**config.mk**
```make
export PLATFORM = sky130hd
export DESIGN_NAME = trig_busy_gen
export DESIGN_NICKNAME = d
export VERILOG_FILES = /design/src/rtl/tbg_pkg.sv /design/src/rtl/tbg_hold_timer.sv /design/src/rtl/tbg_buf_track.sv /design/src/rtl/tbg_busy_accum.sv /design/src/rtl/trig_busy_gen.sv
export SDC_FILE = /design/constraint.sdc
export NUM_CORES = 1
export LEC_CHECK = 0
export ABC_AREA = 1
export BUFFER_PORTS_ARGS = -buffer_cell sky130_fd_sc_hd__buf_2
export CAP_MARGIN = 10
export CELL_PAD_IN_SITES_DETAIL_PLACEMENT = 0
export CELL_PAD_IN_SITES_GLOBAL_PLACEMENT = 1
export CORE_MARGIN = 3
export CORE_UTILIZATION = 40
export CTS_CLUSTER_SIZE = 25
export DETAILED_ROUTE_END_ITERATION = 16
export PLACE_DENSITY_LB_ADDON = 0.1
export SETUP_SLACK_MARGIN = 0.2
export SLEW_MARGIN = 20
export SYNTH_ARGS = -nofsm -noshare
export SYNTH_HDL_FRONTEND = slang
export SYNTH_HIERARCHICAL = 1
export SYNTH_SLANG_ARGS = --single-unit
```
**constraint.sdc**
```tcl
create_clock -name clk -period 4.1 [get_ports clk]
set_clock_uncertainty 0.05 [all_clocks]
set_input_delay 1.23 -clock clk [delete_from_list [all_inputs] [get_ports clk]]
set_output_delay 1.23 -clock clk [all_outputs]
set_load 0.02 [all_outputs]
```
**src/rtl/tbg_pkg.sv**
```systemverilog
package tbg_pkg;
   // Busy-time counter behaviour at its top value
   typedef enum logic [0:0] {
      BT_WRAP     = 1'b0,
      BT_SATURATE = 1'b1
   } bt_mode_e;
endpackage

```
**src/rtl/tbg_hold_timer.sv**
```systemverilog
module tbg_hold_timer #(
   parameter int HOLD_W = 16
) (
   input  logic              clk,
   input  logic              rst_n,
   input  logic              trig_i,
   input  logic [HOLD_W-1:0] load_val_i,
   output logic              active_o
);
   logic [HOLD_W-1:0] cnt_q;

   always_ff @(posedge clk) begin
      if (!rst_n) begin
         cnt_q <= '0;
      end else if (trig_i) begin
         cnt_q <= load_val_i;
      end else if (cnt_q != '0) begin
         cnt_q <= cnt_q - HOLD_W'(1);
      end
   end

   assign active_o = (cnt_q != '0);


   reload_on_trig_chk: assert property (@(posedge clk) disable iff (!rst_n)
      trig_i |=> (cnt_q == $past(load_val_i)));


   count_down_chk: assert property (@(posedge clk) disable iff (!rst_n)
      (!trig_i && active_o) |=> (cnt_q == $past(cnt_q) - HOLD_W'(1)));


   idle_stays_chk: assert property (@(posedge clk) disable iff (!rst_n)
      (!trig_i && !active_o) |=> !active_o);
endmodule

```
**src/rtl/tbg_buf_track.sv**
```systemverilog
module tbg_buf_track #(
   parameter int BUF_W = 8
) (
   input  logic             clk,
   input  logic             rst_n,
   input  logic             take_i,
   input  logic             release_i,
   input  logic [BUF_W-1:0] limit_i,
   output logic [BUF_W-1:0] used_o,
   output logic             full_o
);
   logic [BUF_W-1:0] used_q;
   logic             inc, dec;

   assign full_o = (used_q >= limit_i);
   assign inc    = take_i && !full_o;
   assign dec    = release_i && (used_q != '0);

   always_ff @(posedge clk) begin
      if (!rst_n) begin
         used_q <= '0;
      end else begin
         unique case ({inc, dec})
            2'b10:   used_q <= used_q + BUF_W'(1);
            2'b01:   used_q <= used_q - BUF_W'(1);
            default: used_q <= used_q;
         endcase
      end
   end

   assign used_o = used_q;


   empty_release_chk: assert property (@(posedge clk) disable iff (!rst_n)
      (release_i && !take_i && used_q == '0) |=> (used_q == '0));


   idle_hold_chk: assert property (@(posedge clk) disable iff (!rst_n)
      (!take_i && !release_i) |=> $stable(used_q));


   no_claim_when_full_chk: assert property (@(posedge clk) disable iff (!rst_n)
      (full_o && !release_i) |=> (used_q == $past(used_q)));
endmodule

```
**src/rtl/tbg_busy_accum.sv**
```systemverilog
module tbg_busy_accum #(
   parameter int               HALF_W  = 16,
   parameter tbg_pkg::bt_mode_e BT_MODE = tbg_pkg::BT_SATURATE
) (
   input  logic              clk,
   input  logic              rst_n,
   input  logic              busy_i,
   input  logic              clr_i,
   output logic [HALF_W-1:0] hi_o,
   output logic [HALF_W-1:0] lo_o
);
   localparam int CNT_W = 2 * HALF_W;
   localparam logic [CNT_W-1:0] CNT_MAX = {CNT_W{1'b1}};

   logic [CNT_W-1:0] cnt_q;
   logic [CNT_W-1:0] cnt_inc;

   generate
      if (BT_MODE == tbg_pkg::BT_SATURATE) begin : g_sat
         assign cnt_inc = (cnt_q == CNT_MAX) ? cnt_q : cnt_q + CNT_W'(1);


         sat_hold_chk: assert property (@(posedge clk) disable iff (!rst_n)
            (cnt_q == CNT_MAX && !clr_i) |=> (cnt_q == CNT_MAX));
      end else begin : g_wrap
         assign cnt_inc = cnt_q + CNT_W'(1);
      end
   endgenerate

   always_ff @(posedge clk) begin
      if (!rst_n || clr_i) begin
         cnt_q <= '0;
      end else if (busy_i) begin
         cnt_q <= cnt_inc;
      end
   end

   assign hi_o = cnt_q[CNT_W-1:HALF_W];
   assign lo_o = cnt_q[HALF_W-1:0];


   clear_wins_chk: assert property (@(posedge clk) disable iff (!rst_n)
      clr_i |=> (cnt_q == '0));


   idle_frozen_chk: assert property (@(posedge clk) disable iff (!rst_n)
      (!busy_i && !clr_i) |=> $stable(cnt_q));
endmodule

```
**src/rtl/trig_busy_gen.sv**
```systemverilog
module trig_busy_gen #(
   parameter int                HOLD_W  = 16,
   parameter int                BUF_W   = 8,
   parameter int                HALF_W  = 16,
   parameter tbg_pkg::bt_mode_e BT_MODE = tbg_pkg::BT_SATURATE
) (
   input  logic              clk,
   input  logic              rst_n,
   input  logic              l0_trig_i,
   input  logic              buf_rel_i,
   input  logic [HOLD_W-1:0] cfg_hold_i,
   input  logic [BUF_W-1:0]  cfg_nbuf_i,
   input  logic              bt_clr_i,
   output logic              busy_o,
   output logic [BUF_W-1:0]  bufs_used_o,
   output logic [HALF_W-1:0] bt_hi_o,
   output logic [HALF_W-1:0] bt_lo_o
);
   generate
      if (HOLD_W < 1 || HOLD_W > 32) begin : g_bad_hold
         initial $fatal(1, "HOLD_W must be within 1..32");
      end
      if (BUF_W < 1 || BUF_W > 16) begin : g_bad_buf
         initial $fatal(1, "BUF_W must be within 1..16");
      end
      if (HALF_W < 2 || HALF_W > 32) begin : g_bad_half
         initial $fatal(1, "HALF_W must be within 2..32");
      end
   endgenerate

   logic hold_active;
   logic bufs_full;

   tbg_hold_timer #(.HOLD_W(HOLD_W)) u_hold (
      .clk        (clk),
      .rst_n      (rst_n),
      .trig_i     (l0_trig_i),
      .load_val_i (cfg_hold_i),
      .active_o   (hold_active)
   );

   tbg_buf_track #(.BUF_W(BUF_W)) u_bufs (
      .clk       (clk),
      .rst_n     (rst_n),
      .take_i    (l0_trig_i),
      .release_i (buf_rel_i),
      .limit_i   (cfg_nbuf_i),
      .used_o    (bufs_used_o),
      .full_o    (bufs_full)
   );

   assign busy_o = hold_active | bufs_full;

   tbg_busy_accum #(.HALF_W(HALF_W), .BT_MODE(BT_MODE)) u_accum (
      .clk    (clk),
      .rst_n  (rst_n),
      .busy_i (busy_o),
      .clr_i  (bt_clr_i),
      .hi_o   (bt_hi_o),
      .lo_o   (bt_lo_o)
   );


   full_forces_busy_chk: assert property (@(posedge clk) disable iff (!rst_n)
      (bufs_used_o >= cfg_nbuf_i) |-> busy_o);


   trig_gives_busy_chk: assert property (@(posedge clk) disable iff (!rst_n)
      (l0_trig_i && cfg_hold_i != '0) |=> busy_o);
endmodule

```
# ---- Word level (Yosys, flattened, before mapping)
# Cells that the tools add are included.
dict set report word_totals {
  memories 0
  in_bits 29
  ram_bits 0
  reg_bits 56
  romBits 0
  elab_cells 26
  latch_bits 0
  out_inout_bits 41
}
dict set report classes {
  n_shift 0
  eq_ne 3
  n_lt_le_gt_ge 1
  mul 0
  add_sub_neg 4
  n_mux 3
  div 0
  n_reduce_logical 10
  bitwise 2
}
# op n
set ops {}
lappend ops {{32-bit by 1-bit adder with 32-bit output, second input constant} 1}
lappend ops {{32-bit == test, second input constant} 1}
lappend ops {{16-bit 2-to-1 mux} 2}
lappend ops {{8-bit one-hot mux with 2 select lines} 1}
lappend ops {{16-bit nonzero test} 1}
lappend ops {{16-bit by 1-bit subtractor with 16-bit output, second input constant} 1}
lappend ops {{8-bit by 1-bit adder with 8-bit output, second input constant} 1}
lappend ops {{8-bit >= comparator} 1}
lappend ops {{8-bit nonzero test} 1}
lappend ops {{8-bit by 1-bit subtractor with 8-bit output, second input constant} 1}
lappend ops {{2-bit nonzero test} 2}
lappend ops {{2-bit by 1-bit == test with 1-bit output, second input constant} 1}
lappend ops {{2-bit == test, second input constant} 1}
lappend ops {{1-bit logical AND} 2}
lappend ops {{1-bit zero test} 2}
lappend ops {{2-bit AND reduction} 1}
lappend ops {{1-bit logical OR} 1}
lappend ops {{1-bit inverter} 1}
lappend ops {{1-bit OR} 1}

# ---- Depth between registers and ports, before layout
dict set report logic_depth {
  ltp_word 5
  depth_mapped 18
  mapped_depth_nobuf 18
}

# ---- By module
# Netlist, hierarchy kept.
# module area_per_inst_um2 seq_area_each_um2 cells_each instances
set by_module_without_submodules {}
lappend by_module_without_submodules {tbg_busy_accum 2172.1 640.6 353 1}
lappend by_module_without_submodules {tbg_hold_timer 1052.3 320.3 168 1}
lappend by_module_without_submodules {tbg_buf_track 883.3 160.2 130 1}
lappend by_module_without_submodules {trig_busy_gen 11.3 0.0 3 1}

# ---- Worst setup path after synthesis
# No wires, ideal clock.
dict set report synth_timing {
  path_kind {input to output}
  startpoint {input cfg_nbuf_i[5]}
  endpoint {output busy_o}
  setup_slack_ns 0.665
  cell_stages 8
  t_arrival_ns 2.155
  n_path_buf 0
  required_time_ns 2.820
  cell_sequence {inv_1 ha_1 a21oi_1 nor2_1 nor3_1 nand3_1 inv_1 nand2_1}
}
dict set report synth_via {
  elab_chain_len 2
}
# item line_no
set synth_lines {}
lappend synth_lines {{from (decl)} trig_busy_gen.sv:12} ;# input logic [BUF_W-1:0] cfg_nbuf_i,
lappend synth_lines {{8-bit >= comparator} tbg_buf_track.sv:15} ;# assign full_o = (used_q >= limit_i);
lappend synth_lines {{via bufs_full} trig_busy_gen.sv:32} ;# logic bufs_full;
lappend synth_lines {{1-bit OR} trig_busy_gen.sv:52} ;# assign busy_o = hold_active | bufs_full;
lappend synth_lines {{to (decl)} trig_busy_gen.sv:14} ;# output logic busy_o,
# The timed path passes the listed nets, and every way through them passes these cells.

# ---- Worst setup path in the final report
# Ends and elaborated chain as after synthesis.

==> parameters.txt <==
Parameter                              Value

Outcome
  Outcome    finished, final reports clean

Place
  Count of input and output buffers    69
  Number of placed instances, taps included    847
  Hpwl dp    8.18 mm
  Gpl congestion    0.848

Synthesis
  Main synth FF type    dfxtp_1
  Total nets after synthesis    701
  Number of flip-flops and latches in the synthesized netlist    56
  Sequential-to-total area share from yosys stat    27.2%
  Yosys warns    6
  Count of cell types in the netlist    40
  Avg Cell Area, Syn    6.30 sq um
  Async SR Flop Fraction    0%
  EDFF count, synth    0
  Synthesized instance count    654
  Syn Std Cell Area    4120 sq um

GRT
  Sum of overflow across all layers after global routing    0
  Tot GR Track Use    18.8%
  First-pass GRT wire length    17.8 mm
  Antenna violations before repair    0
  Number of global-route vias before repair    3,900
  Largest net degree at the start of global routing    26

Worst setup path
  RR Startpoint    u_bufs/used_o[5]$_SDFFE_PN0P_
  Largest fanout of any net on the critical path    2
  Startpoint type of the worst setup path    input pin
  Capture point of the worst reg-to-reg path    u_bufs/used_o[5]$_SDFFE_PN0P_
  Arrival time worst endpoint    2.42 ns
  Worst endpoint required time    2.82 ns
  Capturing element type of the critical path    primary output
  Crit path kind    in -> out
  Count of cells along the worst register-to-register path    14
  Flop-to-flop setup slack    1.29 ns

Job
  Total of max-cap violations    0

Route
  Total vias in the final route    3,993
  Iteration count of the initial detailed-routing pass    4
  Highest metal layer with signal wires    met4
  First-iteration detailed-routing DRC count    184
  Total detailed-routing wirelength    10.4 mm
  Antenna Nets Post-Route    0
  Average routed wire per standard cell    12.1 um
  Wire length the detailed router placed on met1    4.94 mm
  Routed met3 length    328 um
  Routed via count divided by cell count    4.67
  Detail Route met2 WL    4.92 mm
  Remaining routing DRC violations    0

Final layout
  FF+latch area    1120 sq um
  Ratio of cells with drive above 1 in the final layout    19.1%
  ANT cells    0
  Highest-count cells in the layout ignoring fill and taps    182 x nand2_1, 121 x nor2_1, 83 x inv_1
  Area growth, synth to finish    12.7%
  Multi-input gate area    2560 sq um
  Number of nets in the final layout    768
  Fill cells    1,070
  Finished Layout Cells    855
  Leading cell type in the layout, fill and taps excluded    nand2_1

STA
  Final Slew Violations    0
  Final-report hold violation count    0
  Slew at the pin closest to its max-slew limit    0.663 ns
  Ratio of final minimum period to clock period    90.3%
  Max_slew headroom    55.8%
  Setup TNS    0 ns
  Achievable Freq    270 MHz
  Final number of setup-violating endpoints    0
  Min cycle time layout    3.70 ns
  Unrepaired setup endpoints after global routing    no

Power
  Proportion of total power due to net switching    41.7%
  Worst-case vdd ir drop    0.000368 V
  Proportion of power drawn by combinational gates    43.3%
  Pint    0.00105 W
  Portion of total power attributed to the clock network    18.6%
  Sequential power share    38.1%
  Power Density    388 nW/um^2
  Static leakage    2.31 nW
  Switch Pwr    0.000750 W

Die
  Chip Height    107 um
  Initial cell density of the core    41.6%
  I/O pin cnt    70
  Area of the die    11,600 sq um
  Horiz. Die Dim    107 um
  Number of cell rows    36
  Core area    9910 sq um

Clock tree
  Source-to-sink clock delay at the later pin of the worst-skew pair    0.31 ns
  Num Clock Sinks    56
  Buffer cell driving the clock tree root    clkbuf_8
  TritonCTS buffer count    5
  Register clock-pin slew on the reported worst setup and hold paths    0.11 ns
  Number of levels the H-tree was split into    2
  Post-cts resize count    0
  Setup Buffers After CTS    0
  CTS tree    built
  Count of hold-fix buffers inserted at cts    0
  Number of buffers on the longest clock path    2

Min path
  Worst hold-check path type    reg -> reg
  Startpoint of the lowest-slack hold path    u_hold/cnt_q[1]$_SDFFE_PN0P_
  Hold path endpoint    u_hold/cnt_q[1]$_SDFFE_PN0P_
  WHS Path Cells    2
-- cells by family (layout without fill, tap and decap cells) --
group / count (synthesis) / after routing / synth area share, %
AO/OA/AOI/OAI: 56 / 56 / 7.11
XOR/XNOR: 11 / 11 / 2.52
adder cells (fa/ha/maj): 18 / 18 / 5.65
buffers and inverters: 101 / 169 / 10.7
flip-flops: 56 / 56 / 27.2
AND/OR/NAND/NOR: 412 / 412 / 46.8
-- flip-flops by register name, indices dropped and copies added, names as in the netlist --
register	flops
u_accum/cnt_q	32
u_hold/cnt_q	16
u_bufs/used_o	8
-- power by group through the flow --
stage | sequential (W) | combinational (W) | clock [W]
detailed placement | 0.000696 | 0.000782 | 0
CTS | 0.000686 | 0.000785 | 0.000350
finish | 0.000685 | 0.000779 | 0.000335
global route | 0.000697 | 0.000887 | 0.000373
global placement | 0.000697 | 0.000772 | 0
floorplan | 0.000715 | 0.000583 | 0
-- worst max-delay path, cell delays in order --
cell and delay, ns:
buf_2 0.07, inv_1 0.03, ha_1 0.30, a21oi_1 0.14, nor2_1 0.06, nor3_1 0.20
nand3_1 0.11, inv_1 0.06, nand2_1 0.05, buf_2 0.15
-- final cells by class --
type	instances	share of cell area, %
Multi-Input combinational cell	497	55.1
Tap cell	133	3.59
Sequential cell	56	24.2
Clock inverter	1	0.162
Clock buffer	7	1.86
Inverter	90	7.33
Timing Repair Buffer	71	7.76
-- worst max-delay path by stage --
stage | from | depth (start not counted) | slack, ns | to
4_1_cts | cfg_nbuf_i[5] | 10 | 0.41 | busy_o
3_3_place_gp | cfg_nbuf_i[5] | 10 | 0.45 | busy_o
2_1_floorplan | cfg_nbuf_i[5] | 8 | 0.67 | busy_o
5_1_grt | cfg_nbuf_i[5] | 10 | 0.32 | busy_o
3_5_place_dp | cfg_nbuf_i[7] | 18 | 0.41 | u_bufs/used_o[6]$_SDFFE_PN0P_
6_report | cfg_nbuf_i[5] | 10 | 0.40 | busy_o
-- Yosys cell counts (all sizes together) (2+ instances only) --
master  number  share of area [%]
a21oi       39                4.8
and2         2               0.30
buf          8                1.7
clkbuf       3               0.76
dfxtp       56                 27
ha          17                5.2
inv         89                8.2
nand2      196                 19
nand3       48                7.8
nand3b       4                1.0
nand4       11                1.7
nor2       142                 15
nor3         5               0.73
nor4         2               0.30
o211ai       2               0.36
o21ai       13                1.6
or2          2               0.43
xnor2        4                1.0
xor2         7                1.5
-- layer usage --
metal,track usage [%],up-vias
met5,0,-
met1,23.8,1742
met3,2.76,13
li1,-,2171
met2,32.8,67
met4,5.68,0
-- per-stage QoR --
| step | util, % | area [sq um] | power [W] | hold WS, ns | setup slack (ns) |
|---|---|---|---|---|---|
| 5_1_grt | 46.8 | 4640 | 0.00196 | 0.516 | 0.315 |
| 6_report | 46.8 | 4640 | 0.00180 | 0.478 | 0.399 |
| 3_3_place_gp | 45.9 | 4550 | 0.00147 | 0.458 | 0.452 |
| 3_5_place_dp | 45.9 | 4550 | 0.00148 | 0.464 | 0.408 |
| 2_1_floorplan | - | 4120 | 0.00130 | 0.442 | 0.665 |
| 4_1_cts | 46.8 | 4640 | 0.00182 | 0.480 | 0.411 |
Power figures use the tool's default switching activity.
